### src/rtl/pin_ctrl_pkg.sv
package pin_ctrl_pkg;
  parameter int PINS   = 32;
  parameter int PRE_W  = 24;
  parameter int ADDR_W = 8;
  localparam int IDX_W = ADDR_W - 2;

  typedef enum logic [IDX_W-1:0] {
    REG_OUT     = 0,
    REG_IN      = 1,
    REG_DIR     = 2,
    REG_BYPASS  = 3,
    REG_SET     = 4,
    REG_CLR     = 5,
    REG_PULLEN  = 6,
    REG_PULLSEL = 7,
    REG_IEN     = 8,
    REG_RAW     = 9,
    REG_MST     = 10,
    REG_MASK    = 11,
    REG_ACK     = 12,
    REG_SENSE   = 13,
    REG_BOTH    = 14,
    REG_POL     = 15,
    REG_DEBEN   = 16,
    REG_PRESC   = 17
  } regIdx_e;

  typedef struct packed {
    logic [PINS-1:0]  intEn;
    logic [PINS-1:0]  intMask;
    logic [PINS-1:0]  senseLevel;
    logic [PINS-1:0]  bothEdge;
    logic [PINS-1:0]  activeLow;
    logic [PINS-1:0]  debEn;
    logic [PRE_W-1:0] prescale;
  } cfg_t;

  typedef struct packed {
    logic            ackWr;
    logic [PINS-1:0] ackBits;
  } strobe_t;
endpackage

### src/rtl/pin_ctrl_regs.sv
module pin_ctrl_regs
  import pin_ctrl_pkg::*;
(
  input  logic              clk,
  input  logic              rstN,
  input  logic              psel,
  input  logic              penable,
  input  logic              pwrite,
  input  logic [ADDR_W-1:0] paddr,
  input  logic [PINS-1:0]   pwdata,
  output logic [PINS-1:0]   prdata,
  input  logic [PINS-1:0]   inData,
  input  logic [PINS-1:0]   rawStat,
  input  logic [PINS-1:0]   maskStat,
  output cfg_t              cfg,
  output strobe_t           strb,
  output logic [PINS-1:0]   outData,
  output logic [PINS-1:0]   dirReg
);
  logic             wrEn;
  logic [IDX_W-1:0] wordIdx;
  logic [PINS-1:0]  bypassReg, pullEnReg, pullSelReg;

  assign wrEn    = psel & penable & pwrite;
  assign wordIdx = paddr[ADDR_W-1:2];

  always_ff @(posedge clk or negedge rstN) begin
    if (!rstN) begin
      outData    <= '0;
      dirReg     <= '0;
      bypassReg  <= '0;
      pullEnReg  <= '0;
      pullSelReg <= '0;
      cfg        <= '0;
    end else if (wrEn) begin
      case (wordIdx)
        REG_OUT:     outData        <= pwdata;
        REG_SET:     outData        <= outData | pwdata;
        REG_CLR:     outData        <= outData & ~pwdata;
        REG_DIR:     dirReg         <= pwdata;
        REG_BYPASS:  bypassReg      <= pwdata;
        REG_PULLEN:  pullEnReg      <= pwdata;
        REG_PULLSEL: pullSelReg     <= pwdata;
        REG_IEN:     cfg.intEn      <= pwdata;
        REG_MASK:    cfg.intMask    <= pwdata;
        REG_SENSE:   cfg.senseLevel <= pwdata;
        REG_BOTH:    cfg.bothEdge   <= pwdata;
        REG_POL:     cfg.activeLow  <= pwdata;
        REG_DEBEN:   cfg.debEn      <= pwdata;
        REG_PRESC:   cfg.prescale   <= pwdata[PRE_W-1:0];
        default: ;
      endcase
    end
  end

  always_comb begin
    strb.ackWr   = wrEn && (wordIdx == REG_ACK);
    strb.ackBits = pwdata;
  end

  always_comb begin
    prdata = '0;
    case (wordIdx)
      REG_OUT:     prdata = outData;
      REG_IN:      prdata = inData;
      REG_DIR:     prdata = dirReg;
      REG_BYPASS:  prdata = bypassReg;
      REG_PULLEN:  prdata = pullEnReg;
      REG_PULLSEL: prdata = pullSelReg;
      REG_IEN:     prdata = cfg.intEn;
      REG_RAW:     prdata = rawStat;
      REG_MST:     prdata = maskStat;
      REG_MASK:    prdata = cfg.intMask;
      REG_SENSE:   prdata = cfg.senseLevel;
      REG_BOTH:    prdata = cfg.bothEdge;
      REG_POL:     prdata = cfg.activeLow;
      REG_DEBEN:   prdata = cfg.debEn;
      REG_PRESC:   prdata = {{(PINS-PRE_W){1'b0}}, cfg.prescale};
      default:     prdata = '0;
    endcase
  end

  // the set port only adds ones to the output register
  assert_set_merges_R2: assert property (@(posedge clk) disable iff (!rstN)
    (wrEn && wordIdx == REG_SET) |=> (outData == ($past(outData) | $past(pwdata))));

  // the clear port only removes ones from the output register
  assert_clr_removes_R2: assert property (@(posedge clk) disable iff (!rstN)
    (wrEn && wordIdx == REG_CLR) |=> (outData == ($past(outData) & ~$past(pwdata))));

  // without a bus write the output register holds its value
  assert_out_holds_R1: assert property (@(posedge clk) disable iff (!rstN)
    !wrEn |=> $stable(outData));
endmodule

### src/rtl/pin_ctrl_core.sv
module pin_ctrl_core
  import pin_ctrl_pkg::*;
(
  input  logic            clk,
  input  logic            rstN,
  input  logic [PINS-1:0] pinIn,
  input  cfg_t            cfg,
  input  strobe_t         strb,
  output logic [PINS-1:0] inData,
  output logic [PINS-1:0] rawStat,
  output logic [PINS-1:0] maskStat,
  output logic            irqOut
);
  logic [PINS-1:0]  syncA, syncB;
  logic [PINS-1:0]  filtVec, liveVec, prevLive;
  logic [PINS-1:0]  riseVec, fallVec, edgeHit, levelHit, ackVec, edgeLatch;
  logic [PRE_W-1:0] preCnt;
  logic             tick;

  // two-flop input capture
  always_ff @(posedge clk or negedge rstN) begin
    if (!rstN) begin
      syncA <= '0;
      syncB <= '0;
    end else begin
      syncA <= pinIn;
      syncB <= syncA;
    end
  end
  assign inData = syncB;

  // shared sampling tick for the debounce filters
  assign tick = (cfg.prescale <= PRE_W'(1)) || (preCnt >= cfg.prescale - PRE_W'(1));

  always_ff @(posedge clk or negedge rstN) begin
    if (!rstN)     preCnt <= '0;
    else if (tick) preCnt <= '0;
    else           preCnt <= preCnt + PRE_W'(1);
  end

  // per-pin filter: accept a level once two consecutive ticks agree
  for (genvar g = 0; g < PINS; g++) begin : gPinFilt
    logic sampleQ, filtQ;
    always_ff @(posedge clk or negedge rstN) begin
      if (!rstN) begin
        sampleQ <= 1'b0;
        filtQ   <= 1'b0;
      end else if (tick) begin
        sampleQ <= syncB[g];
        if (syncB[g] == sampleQ) filtQ <= syncB[g];
      end
    end
    assign filtVec[g] = filtQ;
    assign liveVec[g] = (cfg.debEn[g] & cfg.intEn[g]) ? filtQ : syncB[g];
  end

  always_ff @(posedge clk or negedge rstN) begin
    if (!rstN) prevLive <= '0;
    else       prevLive <= liveVec;
  end

  assign riseVec = liveVec & ~prevLive;
  assign fallVec = ~liveVec & prevLive;

  always_comb begin
    edgeHit  = ~cfg.senseLevel & cfg.intEn &
               ((cfg.bothEdge & (riseVec | fallVec)) |
                (~cfg.bothEdge & ~cfg.activeLow & riseVec) |
                (~cfg.bothEdge & cfg.activeLow & fallVec));
    levelHit = cfg.senseLevel & cfg.intEn & (liveVec ^ cfg.activeLow);
    ackVec   = strb.ackWr ? strb.ackBits : '0;
  end

  always_ff @(posedge clk or negedge rstN) begin
    if (!rstN) edgeLatch <= '0;
    else       edgeLatch <= ((edgeLatch & ~ackVec) | edgeHit) & cfg.intEn;
  end

  assign rawStat  = ((edgeLatch & ~cfg.senseLevel) | levelHit) & cfg.intEn;
  assign maskStat = rawStat & ~cfg.intMask;

  always_ff @(posedge clk or negedge rstN) begin
    if (!rstN) irqOut <= 1'b0;
    else       irqOut <= |maskStat;
  end

  // a latch bit only appears for a pin that was enabled the cycle before
  assert_latch_enabled_R9: assert property (@(posedge clk) disable iff (!rstN)
    ((edgeLatch & ~$past(edgeLatch) & ~$past(cfg.intEn)) == '0));

  // an acknowledged bit with no new event is gone the next cycle
  assert_ack_drops_R8: assert property (@(posedge clk) disable iff (!rstN)
    ((edgeLatch & $past(ackVec) & ~$past(edgeHit)) == '0));

  // with every pin masked the request output stays low
  assert_all_masked_quiet_R10: assert property (@(posedge clk) disable iff (!rstN)
    (&$past(cfg.intMask)) |-> !irqOut);

  // a divider above one never yields back-to-back ticks
  assert_tick_spacing_R11: assert property (@(posedge clk) disable iff (!rstN)
    (cfg.prescale > PRE_W'(1) && $past(cfg.prescale) == cfg.prescale && $past(tick)) |-> !tick);

  // filtered values move only on a tick
  assert_filter_on_tick_R12: assert property (@(posedge clk) disable iff (!rstN)
    !$past(tick) |-> (filtVec == $past(filtVec)));
endmodule

### src/rtl/apb_pin_ctrl.sv
module apb_pin_ctrl
  import pin_ctrl_pkg::*;
(
  input  logic              clk,
  input  logic              rstN,
  input  logic              psel,
  input  logic              penable,
  input  logic              pwrite,
  input  logic [ADDR_W-1:0] paddr,
  input  logic [PINS-1:0]   pwdata,
  output logic [PINS-1:0]   prdata,
  input  logic [PINS-1:0]   pinIn,
  output logic [PINS-1:0]   pinOut,
  output logic [PINS-1:0]   pinOutEn,
  output logic              irqOut
);
  cfg_t            cfg;
  strobe_t         strb;
  logic [PINS-1:0] inData, rawStat, maskStat;

  pin_ctrl_regs i_regs (
    .clk      (clk),
    .rstN     (rstN),
    .psel     (psel),
    .penable  (penable),
    .pwrite   (pwrite),
    .paddr    (paddr),
    .pwdata   (pwdata),
    .prdata   (prdata),
    .inData   (inData),
    .rawStat  (rawStat),
    .maskStat (maskStat),
    .cfg      (cfg),
    .strb     (strb),
    .outData  (pinOut),
    .dirReg   (pinOutEn)
  );

  pin_ctrl_core i_core (
    .clk      (clk),
    .rstN     (rstN),
    .pinIn    (pinIn),
    .cfg      (cfg),
    .strb     (strb),
    .inData   (inData),
    .rawStat  (rawStat),
    .maskStat (maskStat),
    .irqOut   (irqOut)
  );
endmodule

### config.mk
export PLATFORM = sky130hd
export DESIGN_NAME = apb_pin_ctrl
export DESIGN_NICKNAME = d
export VERILOG_FILES = /design/src/rtl/pin_ctrl_pkg.sv /design/src/rtl/pin_ctrl_regs.sv /design/src/rtl/pin_ctrl_core.sv /design/src/rtl/apb_pin_ctrl.sv
export SDC_FILE = /design/constraint.sdc
export NUM_CORES = 1
export LEC_CHECK = 0
export ABC_AREA = 1
export BUFFER_PORTS_ARGS = -buffer_cell sky130_fd_sc_hd__buf_2
export CAP_MARGIN = 5
export CORE_MARGIN = 4
export CORE_UTILIZATION = 30
export DETAILED_ROUTE_END_ITERATION = 16
export PLACE_DENSITY_LB_ADDON = 0.12
export SLEW_MARGIN = 40
export SYNTH_ARGS = -nofsm -noshare
export SYNTH_HDL_FRONTEND = slang
export SYNTH_SLANG_ARGS = --single-unit
### constraint.sdc
create_clock -name clk -period 3.2 [get_ports clk]
set_clock_uncertainty 0.15 [all_clocks]
set_input_delay 0.8 -clock clk [delete_from_list [all_inputs] [get_ports clk]]
set_output_delay 0.8 -clock clk [all_outputs]
set_load 0.01 [all_outputs]
== Word-level counts from Yosys, hierarchy flattened ==
Cells that the tools add are included.

* Register bits: 593
* Latch bits: 0
* RAM bits: 0
* ROM bits: 0
* Input bits: 77
* Output and inout port bits: 97
* Logic and storage cells: 286
* Memories: 0

* Add/sub/neg operators: 2
* Multiply operators: 0
* Divide/modulo/power cells: 0
* Order comparisons: 2
* Equal/unequal tests: 49
* Shift operators: 0
* Mux-type cells: 36
* Bitwise logic cells: 66
* Reductions and logical operators: 49

{| class="wikitable"
|+ Operators by type and width
! kind !! count
|-
| $and A32 B32 Y32 || 17
|-
| $pmux W32 S15 || 1
|-
| $not A32 Y32 || 8
|-
| $or A32 B32 Y32 || 6
|-
| $pmux W32 S3 || 1
|-
| $reduce_and A2 Y1 || 44
|-
| $eq A6 B4 Y1 const B || 8
|-
| $and A1 B1 Y1 || 34
|-
| $eq A1 B1 Y1 || 32
|-
| $mux W1 || 32
|-
| $mux W32 || 1
|-
| $reduce_or A32 Y1 || 1
|-
| $xor A32 B32 Y32 || 1
|-
| $add A24 B1 Y24 const B || 1
|-
| $eq A6 B3 Y1 const B || 4
|-
| $ge A24 B24 Y1 || 1
|-
| $le A24 B1 Y1 const B || 1
|-
| $mux W24 || 1
|-
| $sub A24 B1 Y24 const B || 1
|-
| $eq A6 B2 Y1 const B || 2
|-
| $eq A6 B5 Y1 const B || 2
|-
| $eq A6 B1 Y1 const B || 1
|-
| $logic_not A6 Y1 || 1
|-
| $reduce_bool A3 Y1 || 1
|-
| 2 further kinds || 2
|}

== Logic depth before layout (Yosys ltp) ==
Gate-level depths: netlist of the first run.

* Depth in word-level cells: 11
* Gate-level depth with buffers: 21
* Depth with buffers taken out: 20

== By module ==
A second synthesis of the first run with hierarchy kept.

* Cell total of the unflattened synthesis: 4217
* Area total of the unflattened synthesis: 31537.7 um^2

{| class="wikitable"
|+ Modules (own cells, without submodules)
! module !! instances !! cells an instance !! area an instance (um^2) !! seq. area each (um^2)
|-
| pin_ctrl_regs || 1 || 2511 || 18655.4 || 9409.0
|-
| pin_ctrl_core || 1 || 1706 || 12882.4 || 5430.2
|}

== Worst setup path after synthesis of the first run ==
No wires, ideal clock.

* Path kind: flip-flop to flip-flop
* From: reg i_regs.cfg[0] (netlist name)
* To: reg i_core.gPinFilt[23].sampleQ
* Setup time: 0.130 ns
* Arrival time: 2.924 ns
* Slack: -0.004 ns
* Stages on the path, launching flop included: 21
* Buffers on the path: 2
* Cell sequence: dfrtp_1 inv_1 ha_1 nand2_1 nor2_1 nand2_1 nor4_1 nand3_1 xor2_1 inv_1 ha_1 nand2_1 nor2_1 nor3_1 nand2_1 nor2_1 nand3_2 buf_2 buf_2 nand2_1 o21ai_0

* Word-level cells in the longest chain between the ends: 3
* Elaborated cells on any way between the ends: 4

{| class="wikitable"
|+ Ends and longest elaborated chain
! element !! line !! RTL
|-
| $sub A24 B1 Y24 || pin_ctrl_core.sv:33 || <nowiki>assign tick = (cfg.prescale <= PRE_W'(1)) || (preCnt >= cfg.prescale - PRE_W'(1));</nowiki>
|-
| $ge A24 B24 Y1 || pin_ctrl_core.sv:33 ||
|-
| $logic_or A1 B1 Y1 * || pin_ctrl_core.sv:33 ||
|-
| end signal, assigned || pin_ctrl_core.sv:49 || <nowiki>sampleQ <= syncB[g];</nowiki>
|-
| end, declared || pin_ctrl_core.sv:43 || <nowiki>logic sampleQ, filtQ;</nowiki>
|}

Every way passes the cells marked *; elsewhere a longest branch is shown, timed or not.
A chain may end at the register's enable or synchronous reset.

== Worst setup path in the final report of the first run ==
* From: in paddr[6]
* To: out prdata[21]

* Word-level cells in the longest chain between the ends: 2
* Elaborated cells on any way between the ends: 16

{| class="wikitable"
|+ Ends and longest elaborated chain
! element !! line !! RTL
|-
| start, declared || apb_pin_ctrl.sv:9 || <nowiki>input logic [ADDR_W-1:0] paddr,</nowiki>
|-
| $eq A6 B5 Y1 (tied with other cells) || pin_ctrl_regs.sv:63 || <nowiki>case (wordIdx)</nowiki>
|-
| $pmux W32 S15 * || pin_ctrl_regs.sv:63 ||
|-
| end, declared || apb_pin_ctrl.sv:11 || <nowiki>output logic [PINS-1:0] prdata,</nowiki>
|}

Marks and branches as above.

==> results of run 1 <==
[power groups by stage]
stage                     Combinational [mW]  Clock (mW)  Sequential, mW
after detailed placement                2.92           0            9.10
after CTS                               3.24        8.92            8.98
after global routing                    4.34        9.20            9.12
after floorplan                         1.79           0            8.95
after global placement                  2.88           0            9.10
final                                   3.90        8.66            9.01
[routing by layer]
layer	part of all wire, %	GRT usage [%]	up-vias
li1	-	-	12372
met5	0	0	-
met3	4.7	3.10	173
met1	47	29.7	12420
met4	3.6	7.60	0
met2	45	32.7	629
[cell type report]
cell class / count / area share (%)
Tap cell: 1276 / 4.18
Multi-Input combinational cell: 2465 / 35.9
Sequential cell: 593 / 38.8
Timing Repair Buffer: 425 / 11.2
Clock buffer: 115 / 5.94
Inverter: 333 / 3.35
Clock inverter: 20 / 0.645
Antenna cell: 2 / 0.0131
[placed cells by master, fill, tap and decap left out, types with 24 or more instances in the layout]
cell                        Yosys  routed
sky130_fd_sc_hd__a21oi_1      110     107
sky130_fd_sc_hd__o21ai_0      496     429
sky130_fd_sc_hd__buf_2         31     161
sky130_fd_sc_hd__buf_12         0      64
sky130_fd_sc_hd__nand2_1     1003     905
sky130_fd_sc_hd__nand3_1      219     207
sky130_fd_sc_hd__xor2_1        29      29
sky130_fd_sc_hd__clkbuf_16      0      85
sky130_fd_sc_hd__o21ai_2        0      30
sky130_fd_sc_hd__dfrtp_1      593     592
sky130_fd_sc_hd__o22ai_2       30      37
sky130_fd_sc_hd__nand2_4        0      24
sky130_fd_sc_hd__o211ai_1      27      27
sky130_fd_sc_hd__o21ai_1       18      53
sky130_fd_sc_hd__nand4_1       35      35
sky130_fd_sc_hd__nor2_1       214     179
sky130_fd_sc_hd__xnor2_1       38      38
sky130_fd_sc_hd__buf_4          0     128
sky130_fd_sc_hd__nor2_4         5      27
sky130_fd_sc_hd__buf_6          4      34
sky130_fd_sc_hd__a22o_1        25      24
sky130_fd_sc_hd__ha_1          91      87
sky130_fd_sc_hd__nand2_2        3      74
sky130_fd_sc_hd__inv_1        327     317
[cell families after synthesis]
group | after synthesis | share of synthesized area, %
buffers and inverters | 499 | 6.65
xor gates and xnor gates | 67 | 2.01
DFF | 593 | 50.8
and+or+nand+nor | 1545 | 21.8
adders and majority gates | 91 | 3.90
AOI/OAI and AO/OA | 762 | 14.9
[repair_timing]
action	CTS	global route
resized for setup	194	282
hold endpoints to repair	31	0
pin swaps	55	113
cloned	12	12
setup endpoints to repair	120	120
buffers inserted	34	28
hold buffers	1	0
[final timing paths]
kind / from / endpoint / slack, ns / depth (start not counted)
setup reg to reg: i_regs.cfg[1]$_DFFE_PN0P_ / i_core.gPinFilt[20].filtQ$_DFFE_PN0P_ / -0.11 / 22
hold / removal: pinIn[1] / i_core.syncA[1]$_DFF_PN0_ / 0.11 / 1
max in group asynchronous: rstN / i_regs.cfg[193]$_DFFE_PN0P_ / 1.42 / 3
hold reg to reg: i_core.syncA[4]$_DFF_PN0_ / i_core.inData[4]$_DFF_PN0_ / 0.19 / 0
min in group asynchronous: rstN / i_core.syncA[10]$_DFF_PN0_ / 0.60 / 2
setup / recovery: paddr[6] / prdata[21] / -0.17 / 11
[per-stage QoR]
step	power [mW]	instance area (um^2)	setup WS [ns]	std cells	hold slack, ns
4_1_cts	21.1	36800	-0.196	5195	0.0683
5_1_grt	22.7	38200	-0.321	5227	0.0799
3_5_place_dp	12.0	33100	-0.328	5017	0.186
3_3_place_gp	12.0	33100	-0.271	5017	0.182
6_report	21.6	38200	-0.174	5229	0.115
2_1_floorplan	10.7	29200	0.00102	3557	0.181
==> results.md, run 1 <==
- The flow ran to the end, but the final reports show violations.
- The checks that failed: setup timing.
- For this design the top-level I/O count stands at 174.
- The final route contains 25594 vias.
- The internal portion of the total power is 15.2 mW.
- The cell at the slowest stage of the critical path is sky130_fd_sc_hd__bufbuf_16.
- The path class of the tightest hold or removal check is input pin to register.
- After detailed routing, the average wire length per cell comes to 21.3 um.
- Using the TritonRoute via totals, the vias-per-cell ratio works out to 4.89.
- The final-report max-slew violation count is 0.
- The detailed-route wire length is 111000 um.
- The count of input and output buffers is 171.
- The post-synthesis register bit count is 593.
- TritonCTS built the clock tree.
- For this run, the number of Yosys warnings is 0.
- The post-synthesis net count is 3725.
- The first-pass GRT wire length is 162000 um.
- At the worst endpoint, the arrival time is 2.42 ns.
- The leakage power is 17.8 nW.
- The netlist uses 37 different library cells.
- The worst path in the final design needs a cycle of 3.37 ns, including I/O delays and setup.
- Summed over all layers, the global routing overflow is 0.
- STA classifies the critical path endpoint as an output port.
- The filler cell count in the final layout is 9934.
- The count of TritonRoute iterations in the first routing pass is 7.
- The library cell with the largest summed area after synthesis is sky130_fd_sc_hd__dfrtp_1.
- In this run, the number of DRC markers left after iteration 0 of detailed routing was 1980.
- In this run the biggest area consumer among cell types represents 50.8% of the synthesized area.
- The relative contribution of the clock network to total power is 40.2%.
- The final net count is 4060.
- After synthesis, flip-flops and latches occupy 50.8% of the total area.
- The final count of negative-setup-slack endpoints is 100.
- The critical path goes through buf_8, nor2_4, buf_12, buf_6, buf_8, nand2_8, clkinv_8, bufbuf_16, a221oi_2, nand3b_1, buf_2.
- In the final layout, flip-flops and latches occupy 14800 um^2.
- The number of antenna violations at the first check in global routing is 3.
- The register with the most flip-flops in the layout has 216 of them.
- Entering global routing, the biggest net connects 65 pins.
- The worst-case setup margin in the final layout is -0.174 ns.
- The most used flip-flop cell after synthesis is sky130_fd_sc_hd__dfrtp_1.
- For this design the total switching power over the nets is 6.37 mW.
- The root buffer cell chosen for the clock tree is sky130_fd_sc_hd__clkbuf_16.
- Measured on the finished design, the core utilization comes to 39.5%.
- The summed negative setup slack over all endpoints is -7.37 ns.
- The via count of the first global-routing pass is 24455.
- The synthesized netlist cell count is 3557.
- Once the floorplan was initialized, standard cells occupied 30.2% of the core.
- Summing every instance area after synthesis gives 29200 um^2.
- Setup repair after global routing could not meet its margin everywhere.
- Max-cap violations in this run came to 0.
- In the finished design, the share of the clock period the worst path needs comes to 105%.
- The overall fraction of global-route tracks in use is 21.0%.
- The commonest cells after synthesis are sky130_fd_sc_hd__nand2_1, sky130_fd_sc_hd__dfrtp_1, sky130_fd_sc_hd__o21ai_0.
- The average instance area after synthesis is 8.22 um^2.
- In this run the number of H-tree levels came out at 3.
- The fraction of power spent switching nets is 29.5%.
- For the worst setup path, the data required time is 2.25 ns.
- The power per cell area is 564 nW/um^2.
- The initialized floorplan defines 114 standard-cell rows.
- The count of nets left with antenna violations once routing finished came out at 0.
- Clock tree synthesis inserted a total of 74 buffers.
- The die extent in x is 320 um.
- The share of post-route cells with drive strength above 1 is 21.4%.
- In the routed design, unresolved DRC markers number 0.
- By startpoint and endpoint, the worst setup path is classified as input pin to output port.
- The largest fanout of any net on the critical path is 7.
- The largest register by flop count is i_regs.cfg.
- The clock insertion delay at the later pin of the skew report is 0.64 ns.
- The fraction of registers with async set or reset after synthesis is 100%.
- In this run the tightest slew margin relative to its limit is 55.3%.
- For this design, the sink count on the clock tree is 593.
- The kind of cell with the highest combined delay along the critical path is buffers and inverters.
- The number of enable flip-flop cells after synthesis is 0.
- The number of failing hold endpoints at the final stage is 0.
- The clock passes through at most 3 buffers.
- By instance count, the leading cell after synthesis is sky130_fd_sc_hd__nand2_1.
- The wire-length estimate of the detail-placed layout is 72000 um.
- The share of power burned in registers is 41.8%.
- The area of the die is 102000 um^2.
- The element type at the critical path start is an input pin.
- The vertical die dimension is 320 um.
- The combinational group share of total power is 18.1%.
- Compared with the post-synthesis result, the final layout area differs by 30.8%.
- The peak per-stage delay on the critical path is 0.28 ns.
- At the pin with the least slew margin, the transition time is 0.669 ns.
- The standard cell core area is 96700 um^2.
- The cell that appears most often on the critical path is sky130_fd_sc_hd__buf_8.
- The top achievable clock speed is 0.296 GHz.
- The maximum ir drop on the vdd rail is 345 uV.
- After clock tree synthesis, the clock-pin slew on the worst setup and hold paths is 0.06 ns.
- The multi-input combinational cells in the finished layout cover a total of 13700 um^2.
- The critical path contains buffers and inverters numbering 7 combined.
- The routability congestion estimate from global placement is 0.823.
- Yosys attributes the largest share of cell area to sky130_fd_sc_hd__dfrtp_1, sky130_fd_sc_hd__nand2_1, sky130_fd_sc_hd__o21ai_0, sky130_fd_sc_hd__inv_1, sky130_fd_sc_hd__ha_1.
Note: power is estimated with default switching activity, not from simulation.
==> inputs of run 2 (changes only) <==
RECOVER_POWER = 50   (was default)
==> results.md, run 2 (synthesized netlist as in run 1, its figures left out) <==
- The power per cell area was 566 nW/um^2 (+0.27%).
- The share of power burned in registers is 41.8% (about the same).
- The min-delay analysis places its worst path in the category input pin to register.
- The I/O pin count is 174 (unchanged).
- The number of routed nets with antenna violations was 0 (unchanged).
- The net switching component of the power was 6.36 mW (-0.15%).
- The relative contribution of the clock network to total power is 40.2% (about the same).
- The layout overhead on the synthesized area is 30.2%.
- The initial core utilization is 30.2% (unchanged).
- The final-report max-slew violation count is 51 (+51).
- The number of violations of the max-capacitance limit is 1 (+1).
- The number of failing hold endpoints at the final stage was 0 (unchanged).
- The count of vias placed by the detailed router is 25555 (-0.15%).
- Leaving out fill and tap cells, the most frequent cell in the layout is sky130_fd_sc_hd__nand2_1.
- The final net count is 4060 (unchanged).
- The vertical die dimension is 320 um (unchanged).
- The worst-case setup margin in the final layout is -0.183 ns (-0.00918 ns).
- The overall fraction of global-route tracks in use is 21.0% (unchanged).
- The headroom to the max-slew limit is -13.0% (-68 points).
- The overall overflow remaining after global route was 0 (unchanged).
- The required time of the critical path came to 2.25 ns (about the same).
- The clock insertion delay at the later pin of the skew report was 0.64 ns (about the same).
- The minimum hold slack was 0.114 ns (-0.00131 ns).
- The final worst-path cycle share came to 106% (+0.29 points).
- The HPWL after detailed placement is 72000 um (unchanged).
- The via count of the first global-routing pass is 24455 (unchanged).
- The leakage power was 17.7 nW (-0.40%).
- The final instance area is 38100 um^2 (-0.40%).
- The placement-stage worst setup slack is -0.328 ns (unchanged).
- The count of input and output buffers is 171 (unchanged).
- The routability congestion estimate from global placement was 0.823 (unchanged).
- The clock buffer count from CTS is 74 (unchanged).
- Setup repair after global routing could not meet its margin everywhere.
- The top achievable clock speed is 0.296 GHz (-0.27%).
- The ratio of routed vias to standard cells is 4.89 (-0.15%).
- The final count of negative-setup-slack endpoints is 97 (-3.0%).
- The time the final worst path needs with I/O delays and setup came to 3.38 ns (+0.00918 ns).
- The number of antenna violations at the first check in global routing came to 3 (unchanged).
- The combinational group share of total power was 18.0% (about the same).
- The detailed-route wire length is 111000 um (about the same).
- The area of the die came to 102000 um^2 (unchanged).
- The clock tree buffer depth is 3 (unchanged).
- The internal power summed over all cells is 15.2 mW (-0.12%).
- The worst setup path category is input pin to output port.
- The final reports fail on capacitance limit, slew limit, setup timing.
- The flip-flop count of the largest register, all copies and words added came to 216 (unchanged).
- The die extent in x is 320 um (unchanged).
- The placed cell area was 33100 um^2 (unchanged).
- The fraction of power spent switching nets is 29.5% (about the same).
- The largest fanout of any net on the critical path is 7 (unchanged).
- The largest register by flop count is i_regs.cfg.
- The root buffer cell chosen for the clock tree is sky130_fd_sc_hd__clkbuf_16.
- The TritonCTS sink count is 593 (unchanged).
- The share of post-route cells with drive strength above 1 is 21.1% (-0.23 points).
- The maximum number of pins on one net before global-route repair is 65 (unchanged).
- The actual transition at the worst max-transition pin was 1.70 ns (+1.03 ns).
- The maximum level of the CTS H-tree is 3 (unchanged).
- The arrival time of the worst setup path is 2.43 ns (about the same).
- In the layout the commonest cells are sky130_fd_sc_hd__nand2_1, sky130_fd_sc_hd__dfrtp_1, sky130_fd_sc_hd__o21ai_0.
- The clock tree from TritonCTS is yes.
- The flow ran to the end, but the final reports show violations.
- The count of unresolved DRC violations after routing was 0 (unchanged).
- The first-pass GRT wire length was 162000 um (unchanged).
- The violation count after the first detailed-route iteration is 1935 (-2.3%).
- The clock transition at the register clock pins on the worst setup and hold paths after CTS is 0.06 ns (about the same).
- The count of TritonRoute iterations in the first routing pass was 5 (-2).
- The number of rows created at floorplan came to 114 (unchanged).
- STA classifies the critical path startpoint as an input pin.
- The maximum ir drop on the vdd rail is 344 uV (-0.26%).
- The per-cell routed wire length was 21.3 um (about the same).
- STA classifies the critical path endpoint as an output port.
- The overall power of the completed layout is 21.5 mW (-0.13%).
- The standard cell core area came to 96700 um^2 (unchanged).
## run 2: cell count changes in the layout (fill, tap and decap cells not counted), moves of 2 or more
cell	change
sky130_fd_sc_hd__buf_2	-4
sky130_fd_sc_hd__buf_12	-9
sky130_fd_sc_hd__clkbuf_2	+7
sky130_fd_sc_hd__clkbuf_1	+7
sky130_fd_sc_hd__clkbuf_4	+2
sky130_fd_sc_hd__buf_4	-3
## run 2: layer usage
metal  track usage [%]  wire length (um)  up-vias
met1              29.7             52700    12409
li1                  -                 -    12384
met4              7.60              4020        0
met5                 0                 0        -
met3              3.10              4950      170
met2              32.7             49600      592
## run 2: timing repair
action	4_1_cts	5_1_grt
pin swaps	55	113
hold endpoints to repair	31	0
cloned	12	12
buffers inserted	34	28
endpoints found under the setup margin	120	120
hold buffers	1	0
resized for setup	194	282
## run 2: final timing paths
path | start | end | slack [ns] | depth (start not counted)
min | pinIn[1] | i_core.syncA[1]$_DFF_PN0_ | 0.11 | 1
max in group asynchronous | rstN | i_regs.outData[6]$_DFFE_PN0P_ | 0.26 | 3
max | paddr[6] | prdata[21] | -0.18 | 11
min reg2reg | i_core.syncA[4]$_DFF_PN0_ | i_core.inData[4]$_DFF_PN0_ | 0.19 | 0
max reg2reg | i_regs.cfg[1]$_DFFE_PN0P_ | i_core.gPinFilt[20].filtQ$_DFFE_PN0P_ | -0.10 | 22
min in group asynchronous | rstN | i_core.syncA[10]$_DFF_PN0_ | 1.00 | 2
## run 2: power by group through the flow
stage	Combinational [mW]	Clock, mW	Sequential, mW
detailed placement	2.92	0	9.10
floorplan	1.79	0	8.95
finish	3.87	8.66	9.01
CTS	3.24	8.92	8.98
global placement	2.88	0	9.10
global route	4.32	9.20	9.12
## run 2: worst max-delay path, stage by stage
cell and delay (ns):
sky130_fd_sc_hd__buf_8 0.09, sky130_fd_sc_hd__nor2_4 0.04, sky130_fd_sc_hd__buf_12 0.14, sky130_fd_sc_hd__buf_6 0.11, sky130_fd_sc_hd__buf_8 0.12, sky130_fd_sc_hd__nand2_8 0.07
sky130_fd_sc_hd__clkinv_8 0.07, sky130_fd_sc_hd__bufbuf_16 0.28, sky130_fd_sc_hd__a221oi_2 0.25, sky130_fd_sc_hd__nand3b_1 0.23, sky130_fd_sc_hd__buf_2 0.21
## run 2: final cells by class
| class | instances | area, um^2 |
|---|---|---|
| Clock inverter | 20 | 246 |
| Clock buffer | 115 | 2270 |
| Fill cell | 9957 | 58700 |
| Multi-Input combinational cell | 2465 | 13700 |
| Inverter | 333 | 1280 |
| Sequential cell | 593 | 14800 |
| Antenna cell | 2 | 5.00 |
| Tap cell | 1276 | 1600 |
| Timing Repair Buffer | 425 | 4120 |
## run 2: metrics by stage
step	TNS (ns)	std cells	utilization, %
global route	-30.03	5227	39.3
detailed placement	-29.96	5017	34.2
global placement	-23.72	5017	34.2
finish	-6.86	5229	39.4
floorplan	0	3557	-
CTS	-13.72	5195	38.1
